**src/rtl/jtsec_pkg.sv**
```systemverilog
package jtsec_pkg;
  localparam int IR_W   = 10;
  localparam int STAT_W = 21;

  localparam logic [IR_W-1:0] OP_BYPASS = 10'h3FF;
  localparam logic [IR_W-1:0] OP_IDCODE = 10'h006;
  localparam logic [IR_W-1:0] OP_SAMPLE = 10'h005;
  localparam logic [IR_W-1:0] OP_KEYVER = 10'h013;
  localparam logic [IR_W-1:0] OP_UNLOCK = 10'h031;
  localparam logic [IR_W-1:0] IR_CAPVAL = 10'h001;
  localparam logic [5:0]      KEY_GROUP = 6'b000001;

  localparam int B_TAMPER = 4;
  localparam int B_KEYDIS = 17;
  localparam int B_SECURE = 18;

  // positions that carry a defined flag; all others read zero
  localparam int NCARE = 14;
  localparam int CARE_POS [NCARE] = '{0, 1, 2, 3, 4, 6, 11, 12, 13, 14, 15, 17, 18, 20};

  typedef enum logic [3:0] {
    ST_TLR, ST_RTI, ST_SEL_DR, ST_CAP_DR, ST_SH_DR, ST_EX1_DR, ST_PA_DR, ST_EX2_DR,
    ST_UPD_DR, ST_SEL_IR, ST_CAP_IR, ST_SH_IR, ST_EX1_IR, ST_PA_IR, ST_EX2_IR, ST_UPD_IR
  } tap_state_e;

  function automatic logic [STAT_W-1:0] care_mask();
    logic [STAT_W-1:0] m;
    m = '0;
    for (int i = 0; i < NCARE; i++) m[CARE_POS[i]] = 1'b1;
    return m;
  endfunction

  function automatic logic is_mandatory(input logic [IR_W-1:0] op);
    return (op == OP_BYPASS) || (op == OP_IDCODE) || (op == OP_SAMPLE) ||
           (op == OP_KEYVER) || (op == OP_UNLOCK);
  endfunction

  function automatic logic is_key_op(input logic [IR_W-1:0] op);
    return op[IR_W-1:IR_W-6] == KEY_GROUP;
  endfunction
endpackage

```
**src/rtl/jtsec_tap_fsm.sv**
```systemverilog
module jtsec_tap_fsm
  import jtsec_pkg::*;
(
  input  logic       tck,
  input  logic       rst_n,
  input  logic       tms,
  output tap_state_e state
);
  tap_state_e nxt;

  always_comb begin
    nxt = state;
    unique case (state)
      ST_TLR:    nxt = tms ? ST_TLR    : ST_RTI;
      ST_RTI:    nxt = tms ? ST_SEL_DR : ST_RTI;
      ST_SEL_DR: nxt = tms ? ST_SEL_IR : ST_CAP_DR;
      ST_CAP_DR: nxt = tms ? ST_EX1_DR : ST_SH_DR;
      ST_SH_DR:  nxt = tms ? ST_EX1_DR : ST_SH_DR;
      ST_EX1_DR: nxt = tms ? ST_UPD_DR : ST_PA_DR;
      ST_PA_DR:  nxt = tms ? ST_EX2_DR : ST_PA_DR;
      ST_EX2_DR: nxt = tms ? ST_UPD_DR : ST_SH_DR;
      ST_UPD_DR: nxt = tms ? ST_SEL_DR : ST_RTI;
      ST_SEL_IR: nxt = tms ? ST_TLR    : ST_CAP_IR;
      ST_CAP_IR: nxt = tms ? ST_EX1_IR : ST_SH_IR;
      ST_SH_IR:  nxt = tms ? ST_EX1_IR : ST_SH_IR;
      ST_EX1_IR: nxt = tms ? ST_UPD_IR : ST_PA_IR;
      ST_PA_IR:  nxt = tms ? ST_EX2_IR : ST_PA_IR;
      ST_EX2_IR: nxt = tms ? ST_UPD_IR : ST_SH_IR;
      ST_UPD_IR: nxt = tms ? ST_SEL_DR : ST_RTI;
      default:   nxt = ST_TLR;
    endcase
  end

  always_ff @(posedge tck or negedge rst_n) begin
    if (!rst_n) state <= ST_TLR;
    else        state <= nxt;
  end
endmodule

```
**src/rtl/jtsec_ir.sv**
```systemverilog
module jtsec_ir
  import jtsec_pkg::*;
(
  input  logic            tck,
  input  logic            rst_n,
  input  tap_state_e      state,
  input  logic            tdi,
  input  logic            secure,
  input  logic            key_dis,
  output logic [IR_W-1:0] ir_sr,
  output logic [IR_W-1:0] instr,
  output logic            ir_tdo,
  output logic            unlock_acc
);
  logic [IR_W-1:0] filtered;
  logic            sr_en, in_en;
  logic [IR_W-1:0] sr_nxt, in_nxt;

  always_comb begin
    filtered = ir_sr;
    if (key_dis && is_key_op(ir_sr))          filtered = OP_BYPASS;
    else if (secure && !is_mandatory(ir_sr))  filtered = OP_BYPASS;
  end

  assign unlock_acc = (state == ST_UPD_IR) && (filtered == OP_UNLOCK);
  assign ir_tdo     = ir_sr[0];

  always_comb begin
    sr_en  = (state == ST_CAP_IR) || (state == ST_SH_IR);
    sr_nxt = (state == ST_CAP_IR) ? IR_CAPVAL : {tdi, ir_sr[IR_W-1:1]};
    in_en  = (state == ST_UPD_IR) || (state == ST_TLR);
    in_nxt = (state == ST_TLR) ? OP_IDCODE : filtered;
  end

  always_ff @(posedge tck or negedge rst_n) begin
    if (!rst_n)     ir_sr <= IR_CAPVAL;
    else if (sr_en) ir_sr <= sr_nxt;
  end

  always_ff @(posedge tck or negedge rst_n) begin
    if (!rst_n)     instr <= OP_IDCODE;
    else if (in_en) instr <= in_nxt;
  end
endmodule

```
**src/rtl/jtsec_dr.sv**
```systemverilog
module jtsec_dr
  import jtsec_pkg::*;
#(
  parameter logic [31:0] ID_CODE = 32'h0A51_C0DD
) (
  input  logic              tck,
  input  logic              rst_n,
  input  tap_state_e        state,
  input  logic              tdi,
  input  logic [IR_W-1:0]   instr,
  input  logic [STAT_W-1:0] status_in,
  output logic              dr_tdo
);
  localparam int ID_W = $bits(ID_CODE);

  typedef enum logic [1:0] {SEL_BYP, SEL_ID, SEL_STAT} dr_sel_e;

  dr_sel_e           sel;
  logic              cap, shf;
  logic              byp_q;
  logic [ID_W-1:0]   id_q;
  logic [STAT_W-1:0] st_q;

  always_comb begin
    sel = SEL_BYP;
    if (instr == OP_KEYVER)      sel = SEL_STAT;
    else if (instr == OP_IDCODE) sel = SEL_ID;
    cap = (state == ST_CAP_DR);
    shf = (state == ST_SH_DR);
  end

  always_ff @(posedge tck or negedge rst_n) begin
    if (!rst_n)                          byp_q <= 1'b0;
    else if (sel == SEL_BYP && (cap || shf)) byp_q <= cap ? 1'b0 : tdi;
  end

  always_ff @(posedge tck or negedge rst_n) begin
    if (!rst_n)                         id_q <= '0;
    else if (sel == SEL_ID && (cap || shf)) id_q <= cap ? ID_CODE : {tdi, id_q[ID_W-1:1]};
  end

  always_ff @(posedge tck or negedge rst_n) begin
    if (!rst_n)                           st_q <= '0;
    else if (sel == SEL_STAT && (cap || shf)) st_q <= cap ? status_in : {tdi, st_q[STAT_W-1:1]};
  end

  always_comb begin
    unique case (sel)
      SEL_STAT: dr_tdo = st_q[0];
      SEL_ID:   dr_tdo = id_q[0];
      default:  dr_tdo = byp_q;
    endcase
  end
endmodule

```
**src/rtl/jtsec_tap.sv**
```systemverilog
module jtsec_tap
  import jtsec_pkg::*;
#(
  parameter logic [31:0] ID_CODE = 32'h0A51_C0DD
) (
  input  logic              tck,
  input  logic              trst_n,
  input  logic              tms,
  input  logic              tdi,
  output logic              tdo,
  output logic              tdo_en,
  input  logic [STAT_W-1:0] sec_flags,
  output logic [IR_W-1:0]   instr
);
  localparam logic [STAT_W-1:0] CARE = care_mask();

  logic [1:0]        rs_q;
  logic              rst_n_s;
  tap_state_e        tap_state;
  logic [IR_W-1:0]   ir_sr;
  logic              ir_tdo, dr_tdo, unlock_acc;
  logic              armed_q, secure_q;
  logic              key_dis;
  logic [STAT_W-1:0] status_cap;
  logic              shifting;

  // reset: asserted asynchronously, released after two TCK edges
  always_ff @(posedge tck or negedge trst_n) begin
    if (!trst_n) rs_q <= 2'b00;
    else         rs_q <= {rs_q[0], 1'b1};
  end
  assign rst_n_s = rs_q[1];

  assign key_dis = sec_flags[B_KEYDIS];

  // secure-mode latch: armed from tamper once after reset, cleared by unlock
  always_ff @(posedge tck or negedge rst_n_s) begin
    if (!rst_n_s) begin
      armed_q  <= 1'b0;
      secure_q <= 1'b1;
    end else if (!armed_q) begin
      armed_q  <= 1'b1;
      secure_q <= sec_flags[B_TAMPER];
    end else if (unlock_acc) begin
      secure_q <= 1'b0;
    end
  end

  always_comb begin
    status_cap           = sec_flags & CARE;
    status_cap[B_SECURE] = secure_q;
  end

  jtsec_tap_fsm u_fsm (
    .tck   (tck),
    .rst_n (rst_n_s),
    .tms   (tms),
    .state (tap_state)
  );

  jtsec_ir u_ir (
    .tck        (tck),
    .rst_n      (rst_n_s),
    .state      (tap_state),
    .tdi        (tdi),
    .secure     (secure_q),
    .key_dis    (key_dis),
    .ir_sr      (ir_sr),
    .instr      (instr),
    .ir_tdo     (ir_tdo),
    .unlock_acc (unlock_acc)
  );

  jtsec_dr #(.ID_CODE(ID_CODE)) u_dr (
    .tck       (tck),
    .rst_n     (rst_n_s),
    .state     (tap_state),
    .tdi       (tdi),
    .instr     (instr),
    .status_in (status_cap),
    .dr_tdo    (dr_tdo)
  );

  assign shifting = (tap_state == ST_SH_IR) || (tap_state == ST_SH_DR);

  always_ff @(negedge tck or negedge rst_n_s) begin
    if (!rst_n_s) begin
      tdo    <= 1'b0;
      tdo_en <= 1'b0;
    end else begin
      tdo    <= shifting ? ((tap_state == ST_SH_IR) ? ir_tdo : dr_tdo) : 1'b0;
      tdo_en <= shifting;
    end
  end
endmodule

```
**config.mk**
```make
export PLATFORM = sky130hd
export DESIGN_NAME = jtsec_tap
export DESIGN_NICKNAME = d
export VERILOG_FILES = /design/src/rtl/jtsec_pkg.sv /design/src/rtl/jtsec_tap_fsm.sv /design/src/rtl/jtsec_ir.sv /design/src/rtl/jtsec_dr.sv /design/src/rtl/jtsec_tap.sv
export SDC_FILE = /design/constraint.sdc
export NUM_CORES = 1
export LEC_CHECK = 0
export BUFFER_PORTS_ARGS = -buffer_cell sky130_fd_sc_hd__buf_2
export CAP_MARGIN = 20
export CORE_MARGIN = 2
export CORE_UTILIZATION = 45
export DETAILED_ROUTE_END_ITERATION = 12
export HOLD_SLACK_MARGIN = 0.1
export PLACE_DENSITY = 0.71
export SYNTH_ARGS = -nofsm -noshare
export SYNTH_HDL_FRONTEND = slang
export SYNTH_SLANG_ARGS = --single-unit
```
**constraint.sdc**
```tcl
create_clock -name tck -period 3.2 [get_ports tck]
set_input_delay 0.32 -clock tck [delete_from_list [all_inputs] [get_ports tck]]
set_output_delay 0.32 -clock tck [all_outputs]
set_load 0.005 [all_outputs]
```
After elaboration in Yosys (flattened, before gate mapping)
Index checks and enable logic that the tools add are counted.
{"block": "op_classes", "muxes": 27, "n_reduce_logical": 20, "eq_ne": 27}
{"op": "$pmux W4 S12", "count": 1}
{"op": "$mux W10", "count": 4}
{"op": "$eq A4 B4 Y1 const B", "count": 8}
{"op": "$mux W32", "count": 1}
{"op": "$eq A10 B3 Y1 const B", "count": 3}
{"op": "$mux W21", "count": 1}
{"op": "$eq A10 B5 Y1 const B", "count": 2}
{"op": "$eq A10 B6 Y1 const B", "count": 2}
{"op": "$eq A4 B3 Y1 const B", "count": 4}
{"op": "$mux W4", "count": 4}
{"op": "$eq A10 B10 Y1 const B", "count": 1}
{"op": "$mux W1", "count": 9}
{"op": "$eq A4 B2 Y1 const B", "count": 2}
{"op": "$logic_or A1 B1 Y1", "count": 8}
{"op": "$mux W2", "count": 4}
{"op": "$eq A6 B1 Y1 const B", "count": 1}
{"op": "$logic_and A1 B1 Y1", "count": 6}
{"op": "$mux W3", "count": 2}
{"op": "$eq A4 B1 Y1 const B", "count": 1}
{"op": "$logic_not A4 Y1", "count": 1}
{"op": "$reduce_or A2 Y1", "count": 2}
{"op": "$reduce_or A3 Y1", "count": 1}
{"op": "$eq A2 B1 Y1 const B", "count": 1}
{"op": "$eq A2 B2 Y1 const B", "count": 1}
{"op": "other kinds (4)", "count": 4}
{"block": "totals", "elab_cells": 85, "regBits": 84, "input_bits": 25, "output_inout_bits": 12}

Depth between registers and ports, before layout
{"block": "logic_depth", "depth_word": 13, "mapped_depth": 8, "mapped_depth_nobuf": 5}

Modules after synthesis
Synthesis repeated with hierarchy kept, for this count alone.
{"block": "unflattened", "hier_cells": 412, "hier_area_um2": 3952.5}
{"module": "jtsec_dr", "instances": 1, "cells_each": 247, "seq_area_each_um2": 1351.3, "area_each_um2": 2408.6}
{"module": "jtsec_ir", "instances": 1, "cells_each": 111, "seq_area_each_um2": 504.2, "area_each_um2": 1012.2}
{"module": "jtsec_tap_fsm", "instances": 1, "cells_each": 37, "seq_area_each_um2": 100.1, "area_each_um2": 314.1}
{"module": "jtsec_tap", "instances": 1, "cells_each": 17, "seq_area_each_um2": 151.4, "area_each_um2": 217.7}

==> reports/summary.json <==
{
  "outcome": "completed",
  "die_area_um2": 9020,
  "setup_tns_ps": 0,
  "power.density_cell_area_nw_per_um2": 845,
  "synth_sequential_area_ratio": 0.566,
  "fillCellCount": 750,
  "finalMaxSlewViolations": 0,
  "boundaryPins": 37,
  "clock-skew-final_ps": 27.3,
  "syn-cell-area_um2": 3720,
  "hp-class": "in2reg",
  "critPathArrivalTime_ps": 1690,
  "number_of_antenna_violations_at_the_first_check_in_global_routing": 0,
  "ir_drop_worst_case_vdd_mv": 0.487,
  "leakagePower_uw": 0.00196,
  "post-cts-setup-buffers": 0,
  "initialDrtViolationCount": 136,
  "dieWidth_um": 95.0,
  "crit_path_max_fanout": 3,
  "power_uw": 3540,
  "number_of_warnings_printed_during_yosys_synthesis": 0,
  "syn_inst": 375,
  "hold_viol": 0,
  "num-nets-final": 430,
  "synthArstFlopShare": 1.00,
  "die_outline_height_um": 95.0,
  "num_rows": 33,
  "drt_wl_total_mm": 7.38,
  "reg2reg_slack_ps": 90,
  "half_perimeter_wire_length_of_the_detailed_placement_result_mm": 4.90,
  "htree_num_levels": 3,
  "worst-slew-pin-transition_ps": 878,
  "cp_cell_sequence": "nor4_1 -> and3_1 -> o21ai_1 -> a221oi_1 -> nor2_1",
  "gp_routability_congestion": 0.875,
  "unrepaired_setup_endpoints_after_global_routing": "false",
  "clock-root-buffer": "clkbuf_8",
  "start_util": 0.458,
  "crit_slowest_cell": "dfrtp_1",
  "post_layout_instance_area_um2": 4190,
  "detailroute.via_count": 2773,
  "overflow": 0,
  "flow.area_growth_from_synthesis_pct": 12.5,
  "tritoncts.num_buffers": 9,
  "ys_types": 47,
  "largest_net_degree_at_the_start_of_global_routing": 48,
  "num_antenna_cells": 0,
  "tritoncts_num_sinks": 84,
  "finalSetupViolations": 0,
  "layout-drive-gt1-share": 0.176,
  "clk_transition_reported_paths_ps": 90,
  "cp.buffers_inverters": 0,
  "final_util": 0.515,
  "avgRoutedWirePerCell_um": 14.3,
  "yosys_most_used_dff": "dfrtp_1",
  "endpoint_kind": "flip-flop",
  "synth_edf_count": 0,
  "via_count_of_the_first_global_routing_pass": 2669,
  "core_region_area_um2": 8130,
  "drtPass1Iterations": 4,
  "hold-worst-slack_ps": 220,
  "buffer_depth_of_the_longest_clock_path": 2,
  "drt.antenna.violating_nets": 0,
  "global_route.usage.total": 0.180,
  "syn_avg_cell_area_um2": 9.93,
  "grt_pass1_wl_mm": 12.7,
  "worst_setup_path_start_kind": "flip-flop",
  "route.detailed.drc": 0,
  "timing.max_slew.rel_slack": 0.414,
  "buffer_ports.inserted": 28,
  "cp.required_ps": 1780,
  "crit_type": "reg2reg",
  "layout.cells.most_common": "nand2_1",
  "tritoncts": "yes",
  "cp_slowest_stage_delay_ps": 410,
  "cap_violations": 0,
  "cp_top_family": "simple AND/OR/NAND/NOR gates",
  "postSynthRegisterBits": 84,
  "clk-insertion-delay-late_ps": 360,
  "placedInstanceArea_um2": 3980,
  "viasPerCell": 5.38,
  "most-common-layout-cells": "nand2_1 (87), dfrtp_1 (77), o21ai_0 (57)"
}
## layer usage
| metal | global-route usage | routed length [um] |
|---|---|---|
| met1 | 0.250 | 3520 |
| met2 | 0.280 | 3450 |
| met3 | 0.0463 | 304 |
| met4 | 0.0568 | 102 |
| met5 | 0 | 0 |
## worst reg2reg max path, cell delays in order, from the launching register on
cell,delay [ps]
dfrtp_1,410
nor4_1,250
and3_1,230
o21ai_1,100
a221oi_1,280
nor2_1,60
## power by group
group	total [uW]	internal [uW]	switching (uW)	leakage, uW
clock network	772	365	408	0.0000958
logic	1230	523	710	0.000809
registers	1530	1350	186	0.00106
## synth_stat cells, types with 4 or more instances
cell | count | share of area
a221o_1 | 8 | 0.022
a22o_1 | 10 | 0.024
nand2_1 | 87 | 0.088
dfrtp_1 | 78 | 0.52
clkbuf_1 | 8 | 0.0081
dfstp_2 | 4 | 0.028
and2_1 | 4 | 0.0067
a21oi_1 | 9 | 0.012
buf_2 | 10 | 0.013
inv_1 | 5 | 0.0050
nor2_1 | 25 | 0.025
mux2i_1 | 14 | 0.038
o21ai_0 | 58 | 0.078
## path summary, 6_finish.rpt
kind / to / cells past startpoint / start
worst min-delay path: u_ir.ir_sr[9]$_DFFE_PN0N_ / 2 / tdi
worst min register to register: u_fsm.state[0]$_DFF_PN0_ / 0 / rs_q[1]$_DFF_PN0_
worst max register to register: tdo$_DFF_NN0_ / 5 / u_ir.instr[7]$_DFFE_PN0P_
worst max-delay path: tdo$_DFF_NN0_ / 5 / u_ir.instr[7]$_DFFE_PN0P_
max in group asynchronous: tdo$_DFF_NN0_ / 0 / rs_q[1]$_DFF_PN0_
min in group asynchronous: rs_q[1]$_DFF_PN0_ / 2 / trst_n
## through the flow
step	cells	setup WS, ps
global route	515	16.1
floorplan	376	89.5
detailed placement	498	63.9
finish	515	91.1
global placement	498	95.2
CTS	515	16.4
## sequential cells by signal, summed over array words and instances (netlist names)
| register | count |
|---|---|
| u_dr.id_q | 32 |
| u_dr.st_q | 21 |
| u_ir.instr | 10 |
| u_ir.ir_sr | 10 |
| u_fsm.state | 4 |
| rs_q | 2 |
| armed_q | 1 |
| secure_q | 1 |
| tdo | 1 |
| tdo_en | 1 |
| u_dr.byp_q | 1 |
## final cells by class
| cell class | count | area [um^2] | area share |
|---|---|---|---|
| timing repair buffer | 43 | 255 | 0.0609 |
| clock buffer | 9 | 124 | 0.0296 |
| inverter | 5 | 18.8 | 0.00448 |
| sequential | 84 | 2110 | 0.504 |
| tap | 105 | 131 | 0.0314 |
| multi-input combinational | 262 | 1470 | 0.352 |
| clock inverter | 7 | 76.3 | 0.0182 |
## repair_timing
action                                  4_1_cts  5_1_grt
gates resized for setup                       0        1
endpoints found under the hold margin         2        0
endpoints found under the setup margin        0        1
hold buffers                                  1        0
## kinds of logic (layout without fill, tap and decap cells)
family,after synthesis,count (layout),share of synthesized area
other,1,2,0.00101
DFF,84,84,0.566
muxes,17,17,0.0467
buffers and inverters,30,64,0.0397
and+or+nand+nor,142,142,0.173
AOI/OAI and AO/OA,101,101,0.174
Note: power is estimated with default switching activity, not from simulation.
